**src/rtl/str_ptr_pkg.sv**
```systemverilog
package str_ptr_pkg;
  typedef logic [2:0] seg_t;
  localparam seg_t SEG_ES = 3'd0;
  localparam seg_t SEG_DS = 3'd3;

  function automatic logic [2:0] step_of(input logic [1:0] sz);
    case (sz)
      2'b00:   step_of = 3'd1;
      2'b01:   step_of = 3'd2;
      default: step_of = 3'd4;
    endcase
  endfunction
endpackage

```
**src/rtl/str_seg_sel.sv**
```systemverilog
module str_seg_sel
  import str_ptr_pkg::*;
#(
  parameter int IDX_W = 32
) (
  input  logic             addr32_i,
  input  logic             seg_ovr_vld_i,
  input  seg_t             seg_ovr_i,
  input  logic [IDX_W-1:0] src_idx_i,
  input  logic [IDX_W-1:0] dst_idx_i,
  output seg_t             src_seg,
  output seg_t             dst_seg,
  output logic [IDX_W-1:0] src_off,
  output logic [IDX_W-1:0] dst_off
);
  localparam int NW = IDX_W / 2;

  always_comb begin
    src_seg = seg_ovr_vld_i ? seg_ovr_i : SEG_DS;
    dst_seg = SEG_ES;
    src_off = addr32_i ? src_idx_i : {{(IDX_W-NW){1'b0}}, src_idx_i[NW-1:0]};
    dst_off = addr32_i ? dst_idx_i : {{(IDX_W-NW){1'b0}}, dst_idx_i[NW-1:0]};
  end
endmodule

```
**src/rtl/str_idx_step.sv**
```systemverilog
module str_idx_step #(
  parameter int IDX_W = 32
) (
  input  logic [IDX_W-1:0] cur_i,
  input  logic [2:0]       step_i,
  input  logic             dec_i,
  input  logic             wide_i,
  output logic [IDX_W-1:0] nxt_o
);
  localparam int NW = IDX_W / 2;

  logic [IDX_W-1:0] stp_w;
  logic [NW-1:0]    stp_n;
  logic [IDX_W-1:0] full_r;
  logic [NW-1:0]    half_r;

  always_comb begin
    stp_w  = {{(IDX_W-3){1'b0}}, step_i};
    stp_n  = {{(NW-3){1'b0}}, step_i};
    full_r = dec_i ? (cur_i - stp_w) : (cur_i + stp_w);
    half_r = dec_i ? (cur_i[NW-1:0] - stp_n) : (cur_i[NW-1:0] + stp_n);
    nxt_o  = wide_i ? full_r : {cur_i[IDX_W-1:NW], half_r};
  end
endmodule

```
**src/rtl/str_ptr_commit.sv**
```systemverilog
module str_ptr_commit
  import str_ptr_pkg::*;
#(
  parameter int IDX_W = 32
) (
  input  logic        clk,
  input  logic        rst,
  input  logic [31:0] src_idx_i,
  input  logic [31:0] dst_idx_i,
  input  logic [31:0] cnt_i,
  input  logic [31:0] rem_cnt_i,
  input  logic        dir_dn_i,
  input  logic        addr32_i,
  input  logic [1:0]  elem_sz_i,
  input  logic        rep_i,
  input  logic        seg_ovr_vld_i,
  input  logic [2:0]  seg_ovr_i,
  input  logic        has_src_i,
  input  logic        has_dst_i,
  input  logic        commit_i,
  input  logic        excp_i,
  output logic [2:0]  src_seg_o,
  output logic [31:0] src_off_o,
  output logic [2:0]  dst_seg_o,
  output logic [31:0] dst_off_o,
  output logic [31:0] eff_cnt_o,
  output logic [31:0] src_idx_o,
  output logic        src_we_o,
  output logic [31:0] dst_idx_o,
  output logic        dst_we_o,
  output logic [31:0] cnt_o,
  output logic        cnt_we_o
);
  localparam int NW = IDX_W / 2;

  seg_t             src_seg_c, dst_seg_c;
  logic [IDX_W-1:0] src_off_c, dst_off_c;
  logic [IDX_W-1:0] src_nxt_c, dst_nxt_c;
  logic [IDX_W-1:0] eff_c, cnt_c;
  logic [2:0]       step_c;
  logic             ok_c;

  str_seg_sel #(.IDX_W(IDX_W)) u_seg (
    .addr32_i(addr32_i), .seg_ovr_vld_i(seg_ovr_vld_i), .seg_ovr_i(seg_ovr_i),
    .src_idx_i(src_idx_i), .dst_idx_i(dst_idx_i),
    .src_seg(src_seg_c), .dst_seg(dst_seg_c),
    .src_off(src_off_c), .dst_off(dst_off_c)
  );

  assign step_c = step_of(elem_sz_i);

  str_idx_step #(.IDX_W(IDX_W)) u_src_step (
    .cur_i(src_idx_i), .step_i(step_c), .dec_i(dir_dn_i),
    .wide_i(addr32_i), .nxt_o(src_nxt_c)
  );

  str_idx_step #(.IDX_W(IDX_W)) u_dst_step (
    .cur_i(dst_idx_i), .step_i(step_c), .dec_i(dir_dn_i),
    .wide_i(addr32_i), .nxt_o(dst_nxt_c)
  );

  always_comb begin
    ok_c = commit_i && !excp_i;
    if (!rep_i)
      eff_c = {{(IDX_W-1){1'b0}}, 1'b1};
    else if (addr32_i)
      eff_c = cnt_i;
    else
      eff_c = {{(IDX_W-NW){1'b0}}, cnt_i[NW-1:0]};
    cnt_c = addr32_i ? rem_cnt_i : {cnt_i[IDX_W-1:NW], rem_cnt_i[NW-1:0]};
  end

  always_ff @(posedge clk) begin
    if (rst) begin
      src_seg_o <= '0;
      dst_seg_o <= '0;
      src_off_o <= '0;
      dst_off_o <= '0;
      eff_cnt_o <= '0;
      src_idx_o <= '0;
      dst_idx_o <= '0;
      cnt_o     <= '0;
      src_we_o  <= 1'b0;
      dst_we_o  <= 1'b0;
      cnt_we_o  <= 1'b0;
    end else begin
      src_seg_o <= src_seg_c;
      dst_seg_o <= dst_seg_c;
      src_off_o <= src_off_c;
      dst_off_o <= dst_off_c;
      eff_cnt_o <= eff_c;
      src_idx_o <= src_nxt_c;
      dst_idx_o <= dst_nxt_c;
      cnt_o     <= cnt_c;
      src_we_o  <= ok_c && has_src_i;
      dst_we_o  <= ok_c && has_dst_i;
      cnt_we_o  <= ok_c && rep_i;
    end
  end

  // a pending exception blocks every write enable in the following cycle
  p_excp_blocks_r10: assert property (@(posedge clk) disable iff (rst)
    excp_i |=> !(src_we_o || dst_we_o || cnt_we_o));

  // no repeat prefix, no count write
  p_cnt_needs_rep_r7: assert property (@(posedge clk) disable iff (rst)
    !rep_i |=> !cnt_we_o);

  // an enable never rises for an absent operand
  p_src_needs_op_r9: assert property (@(posedge clk) disable iff (rst)
    !has_src_i |=> !src_we_o);
  p_dst_needs_op_r9: assert property (@(posedge clk) disable iff (rst)
    !has_dst_i |=> !dst_we_o);

  // 16-bit mode keeps the upper half of both indexes
  p_upper_kept_r8: assert property (@(posedge clk) disable iff (rst)
    !addr32_i |=> (src_idx_o[31:16] == $past(src_idx_i[31:16]))
               && (dst_idx_o[31:16] == $past(dst_idx_i[31:16])));

  // destination segment ignores the override
  p_dst_es_r2: assert property (@(posedge clk) disable iff (rst)
    seg_ovr_vld_i |=> dst_seg_o == SEG_ES);

  // a written index always differs from the one it replaces
  p_moves_r5: assert property (@(posedge clk) disable iff (rst)
    (commit_i && has_src_i) |=> src_idx_o != $past(src_idx_i));
endmodule

```
**config.mk**
```make
export PLATFORM = sky130hd
export DESIGN_NAME = str_ptr_commit
export DESIGN_NICKNAME = d
export VERILOG_FILES = /design/src/rtl/str_ptr_pkg.sv /design/src/rtl/str_seg_sel.sv /design/src/rtl/str_idx_step.sv /design/src/rtl/str_ptr_commit.sv
export SDC_FILE = /design/constraint.sdc
export NUM_CORES = 1
export LEC_CHECK = 0
export ABC_AREA = 1
export BUFFER_PORTS_ARGS = -buffer_cell sky130_fd_sc_hd__buf_2
export CAP_MARGIN = 20
export CORE_MARGIN = 3
export CORE_UTILIZATION = 25
export CTS_CLUSTER_DIAMETER = 120
export CTS_CLUSTER_SIZE = 10
export DETAILED_ROUTE_END_ITERATION = 10
export PLACE_DENSITY_LB_ADDON = 0.15
export SLEW_MARGIN = 40
export SYNTH_ARGS = -nofsm -noshare
export SYNTH_HDL_FRONTEND = slang
export SYNTH_SLANG_ARGS = --single-unit
```
**constraint.sdc**
```tcl
create_clock -name clk -period 3.3 [get_ports clk]
set_input_delay 0.66 -clock clk [delete_from_list [all_inputs] [get_ports clk]]
set_output_delay 0.66 -clock clk [all_outputs]
set_load 0.05 [all_outputs]
```
==> flow_summary.toml, run 1 <==
[run_status]
outcome = "finished clean"

[layout]
final_util_pct = 33.38
area_growth_pct = 30.28
finalNonFillerCells = 2241
nNetsFinal = 1924
layout_common_cells = "buf_2, nor2_1, inv_1"
final_common_cell = "buf_2"
drive_gt1_share_pct = 24.71

[floorplan]
die_h_um = 203.6
ioPinCount = 344
initial_utilization_pct = 25.62
fp.dieW_um = 203.6
coreArea_um2 = 38110
rows = 71
dieArea_um2 = 41470

[timing]
finalHoldViolCount = 0
worst_pin_slew_ns = 0.8027
fmax_mhz = 381.2
slew_viol_final = 0
slew_headroom_pct = 46.48
post-route-period-util_pct = 79.50
finalSetupViolations = 0
period_minus_slack_ns = 2.623
fin_tns_setup_ns = 0
rsz0062_at_grt = "false"
whs_ns = 0.4119

[place]
dp_hpwl_um = 28490
place.port_buffers = 340
globalplace.congestion = 0.8407
dp.cells = 2209

[yosys]
synth.distinct_cells = 39
synth_simple_gate_area_share_pct = 24.84
synthArstFlopShare_pct = 0
synth_top_area_share_pct = 40.59
synth_warnings = 0
synth-compound-area-share_pct = 14.71
synthAdderAreaFrac_pct = 8.354
ys.flop_type = "dfxtp_1"
synth_xor_area_share_pct = 1.256
seq_area_frac_synth_pct = 40.59
post-synth-top-area-cell = "dfxtp_1"
synthCells = 1377
synth_seq_cells = 198
synth_area_um2 = 9766
synth_mux_area_share_pct = 0
synth_edf_count = 0
syn_area_per_cell_um2 = 7.092
synth_top_family_by_area = "simple AND/OR/NAND/NOR gates"
synthTopCellsByArea = "dfxtp_1, nor2_1, inv_1, nand2_1, ha_1"

[cts]
ctsResizeCount = 0
numClockSinks = 198
holdBufCountCts = 0
ctsRootBufferMaster = "clkbuf_16"
cts_buffer_depth = 2
cts-buffers-inserted = 17
cts_setup_buffers = 0
cts.clk_slew.worst_paths_ns = 0.07
htree_levels = 4
cts_tree = "built"

[detailed_routing]
drc = 0
viasPerCell = 4.298
drtIter0Drc = 456
ant_nets = 0
vias = 9631
wirelength_um = 35740
routedWlPerCell_um = 15.95
dr.pass1.iters = 5

[setup_path]
path_depth = 13
path_buf_inv = 3
cp-start-kind = "primary input"
crit_family = "compound AO/OA/AOI/OAI gates"
required_ns = 3.65
cp-endpoint = "src_idx_o[30]$_SDFF_PP0_"
cp_common_cell = "nand2_1"
crit_arrival_ns = 2.97
crit_type = "primary input to flip-flop"
path_cells = "buf_2 -> buf_4 -> ha_1 -> a21oi_1 -> o21ai_0 -> a21oi_1 -> nor2_1 -> nor3_1 -> nand2_1 -> nand2_1 -> nand3_1 -> nand2_1 -> inv_1"
end_kind = "flip-flop"
crit_slowest_cell = "buf_2"
crit_start = "dir_dn_i"
critPathMaxStageDelay_ns = 0.37
path_max_fanout = 12

[hold_path]
hold_path.class = "primary input to flip-flop"
hold_depth = 3

[grt]
grt_pass1_wl_um = 53990
grt_max_degree = 91
gr-usage-all-layers_pct = 16.99
antenna_found_initial = 2
grt_overflow = 0
grt_pass1_vias = 9390

[pwr]
powerDensity_nw_per_um2 = 533.1
p_leak_nw = 6.828
vdd_drop_max_mv = 0.3562

[job]
maxCapViolations = 0
[routing by layer]
metal  share of wire [%]  GRT usage [%]  vias up
met5                   0              0        -
met4                 1.3          4.056        0
met3                 3.8          3.256       25
met2                  52          31.24      183
met1                  43          20.38     4388
li1                    -              -     5035
[kinds of logic (layout without fill, tap and decap cells)]
group | Yosys count | count (layout)
AOI/OAI and AO/OA | 264 | 264
xor gates and xnor gates | 14 | 14
adders and majority gates | 64 | 64
buffers and inverters | 258 | 607
DFF | 198 | 198
other | 1 | 5
and+or+nand+nor | 578 | 578
[stage by stage]
stage | setup WS [ns] | area [µm²] | total power, W
floorplan | 0.3463 | 9773 | 0.003999
global placement | 0.1856 | 12090 | 0.004576
detailed placement | 0.2124 | 12090 | 0.004574
CTS | 0.7017 | 12720 | 0.006903
global route | 0.4462 | 12720 | 0.007156
finish | 0.6765 | 12720 | 0.006782
[Yosys cell counts, types with 2 or more instances]
library cell  count
buf_4             3
a31oi_1           2
xor2_1            2
nand3_2           8
buf_6             2
xnor2_1          12
nand2_2          24
fa_1              2
a21oi_1         133
o21ai_0          82
inv_1           221
a21boi_0          5
o21ai_1           5
nor2_1          239
nand2_1         214
o21bai_1          3
a21oi_2           4
o21a_1           10
inv_2             2
nand3_1          58
clkbuf_1         28
nor3_1           20
nand2_4           2
nand4_1           6
nor2_2            2
buf_2             2
dfxtp_1         198
ha_1             62
a21o_1           16
[registers in the layout (all words and copies together) (netlist names)]
signal / flops
dst_off_o: 32
eff_cnt_o: 32
cnt_we_o: 1
src_we_o: 1
dst_idx_o: 32
src_idx_o: 32
dst_we_o: 1
cnt_o: 32
src_seg_o: 3
src_off_o: 32
[how the worst min path moves through the flow]
stage | startpoint | end | slack (ns)
6_report | rem_cnt_i[13] | cnt_o[13]$_SDFF_PP0_ | 0.41
5_1_grt | rep_i | eff_cnt_o[0]$_SDFF_PP0_ | 0.39
4_1_cts | rem_cnt_i[13] | cnt_o[13]$_SDFF_PP0_ | 0.37
3_5_place_dp | rem_cnt_i[6] | cnt_o[6]$_SDFF_PP0_ | 0.87
3_3_place_gp | rem_cnt_i[15] | cnt_o[15]$_SDFF_PP0_ | 0.86
2_1_floorplan | rep_i | eff_cnt_o[0]$_SDFF_PP0_ | 0.76
[power breakdown]
group	leakage [nW]	switching, W	total, W	internal (W)
registers	1.64	0.0000407	0.00259	0.00255
clock network	0.299	0.000970	0.00228	0.00131
logic	4.89	0.00140	0.00191	0.000515
[final cells by class]
cell class / instances / area (µm²)
fill: 4251 / 25390
inverter: 223 / 837.1
antenna: 2 / 5.005
tap: 511 / 639.4
clock inverter: 10 / 170.2
multi-input combinational: 923 / 4812
timing repair buffer: 354 / 1838
sequential: 198 / 3964
clock buffer: 20 / 456.7
No activity file was read; power rests on OpenSTA's default activity.
==> inputs of run 2 (changes only) <==
ABC_AREA = 0   (was 1)
clock period = 2.5 ns   (was 3.3 ns; I/O delays follow)
==> run 2 against run 1 <==
The flow now finishes with violations (setup timing). Setup slack lost 1.2 ns. Synthesized cell count shrank 29%. Non-clock buffer count increased by 252. Highest routed layer unchanged.
==> flow_summary.toml, run 2 <==
[floorplan]
fp.dieW_um = 197.7
coreArea_um2 = 35910
rows = 69
initial_utilization_pct = 25.59
dieArea_um2 = 39100
ioPinCount = 344
die_h_um = 197.7

[yosys]
synth_area_um2 = 9191
syn_area_per_cell_um2 = 9.388
synthCells = 979
synth.distinct_cells = 79
yosys-top-cells-count = "dfxtp_1, nor2_1, ha_1"
synth_seq_cells = 198
synthTopCellsByArea = "dfxtp_1, ha_1, nor2_1, nor2b_1, mux2i_1"
synthArstFlopShare_pct = 0
post-synth-top-area-cell = "dfxtp_1"
synth_edf_count = 0
synth_warnings = 0
ys.flop_type = "dfxtp_1"
synth_top_area_share_pct = 43.13
seq_area_frac_synth_pct = 43.13
synth_most_common_cell = "dfxtp_1"

[hold_path]
hold_path.class = "primary input to flip-flop"

[place]
dp_hpwl_um = 24540
place.port_buffers = 340
globalplace.congestion = 0.7917
dp_slack_ns = -1.157
dp.cells = 1973

[grt]
grt_max_degree = 121
antenna_found_initial = 0
grt_pass1_wl_um = 49200
gr-usage-all-layers_pct = 16.16
grt_overflow = 0
grt_pass1_vias = 8922

[layout]
multi_input_area_um2 = 5729
nNetsFinal = 1767
final_util_pct = 41.18
final_common_cell = "buf_2"
regArea_um2 = 3964
layout_common_cells = "buf_2, buf_4, dfxtp_1"
area_growth_pct = 60.92
finalNonFillerCells = 2034
drive_gt1_share_pct = 48.35
n_fill_cell = 3647

[setup_path]
crit_type = "primary input to flip-flop"
crit_slowest_cell = "or4b_4"
required_ns = 2.85
crit_family = "simple AND/OR/NAND/NOR gates"
cp_common_cell = "or4b_4"
path_cells = "buf_8 -> nor2b_4 -> inv_2 -> ha_4 -> mux2_4 -> fa_2 -> or4b_4 -> o2111ai_4 -> o21a_4 -> or4b_4 -> nand3_4 -> nand2_4 -> o21ai_2 -> a2111oi_1 -> a211o_1"
path_buf_inv = 2
cp-start-kind = "primary input"
critPathMaxStageDelay_ns = 0.50
path_max_fanout = 4
crit_arrival_ns = 3.41
end_kind = "flip-flop"

[cts]
ctsRootBufferMaster = "clkbuf_16"
cts.clk_slew.worst_paths_ns = 0.08
cts-buffers-inserted = 17
htree_levels = 4
numClockSinks = 198
holdBufCountCts = 0
cts_buffer_depth = 2
cts_tree = "built"

[pwr]
powerDensity_nw_per_um2 = 639.3
p_leak_nw = 7.373
vdd_drop_max_mv = 0.5137

[detailed_routing]
drc = 0
drtIter0Drc = 291
viasPerCell = 4.401
ant_nets = 0
vias = 8952
routedWlPerCell_um = 15.97
dr.pass1.iters = 4
wirelength_um = 32490

[timing]
rsz0062_at_grt = "true"
finalSetupViolations = 48
slew_headroom_pct = 56.84
fin_ws_ns = -0.5554
slew_viol_final = 0
worst_pin_slew_ns = 0.6444
fmax_mhz = 327.3
post-route-period-util_pct = 122.2
finalHoldViolCount = 0
period_minus_slack_ns = 3.055

[run_status]
violations = "setup timing"
outcome = "finished, violations left"

[job]
maxCapViolations = 0
-- run 2: cell types whose count changed in the layout (fill, tap and decap cells not counted), sizes merged, moves of 44 or more --
cell   previous run  this run
buf             354       606
nand2           240        40
inv             224        31
nor2            241        98
a21oi           137        54
o21ai            88        30
nor2b             1        57
and2              1        52
nand3            66        22
-- run 2: routing by layer --
layer	GRT usage [%]	share of wire (%)
met3	3.641	3.9
met5	0	0
met2	27.67	50
met1	20.70	45
met4	3.984	1.2
-- run 2: layout make-up --
| class | count | share of cell area, % |
|---|---|---|
| diodes | 1 | 0.01692 |
| flip-flops and latches | 198 | 26.80 |
| clock buffers | 17 | 2.876 |
| well taps | 461 | 3.900 |
| multi-input cells | 712 | 38.74 |
| repair buffers | 606 | 26.07 |
| inverters | 25 | 0.6514 |
| clock inverters | 14 | 0.9475 |
-- run 2: where the power goes --
| part | switching, W | internal [W] |
|---|---|---|
| Clock | 0.00144 | 0.00132 |
| Combinational | 0.00197 | 0.00130 |
| Sequential | 0.0000539 | 0.00338 |
| Total | 0.00346 | 0.00600 |
-- run 2: worst paths after layout --
path	start	to	depth (start not counted)
worst min-delay path	rep_i	eff_cnt_o[0]$_SDFF_PP0_	2
worst max-delay path	elem_sz_i[0]	dst_idx_o[30]$_SDFF_PP0_	15
-- run 2: repair_timing --
action,4_1_cts,5_1_grt
buffers inserted,22,13
endpoints found under the hold margin,0,0
gates resized for setup,90,55
pin swaps,59,49
endpoints found under the setup margin,45,50
-- run 2: cell families (layout without fill, tap and decap cells) --
group           count (synthesis)  after routing  synth area share [%]
buf+inv                        71            662                 3.199
simple gates                  364            364                 21.32
xor+xnor                       47             47                 4.479
compound gates                199            199                 15.12
mux                            35             35                 3.839
fa+ha+maj                      64             64                 8.876
flops                         198            198                 43.13
other cells                     1              4               0.04080
-- run 2: stage by stage --
stage	total power [W]	TNS (ns)	instance area (µm²)	hold WS (ns)
5_1_grt	0.009961	-18.45	14790	0.1825
3_3_place_gp	0.006470	-38.23	13280	0.6868
4_1_cts	0.009497	-9.987	14440	0.1756
3_5_place_dp	0.006474	-38.77	13280	0.6878
2_1_floorplan	0.005353	-14.43	9376	0.5757
6_report	0.009456	-13.04	14790	0.2111
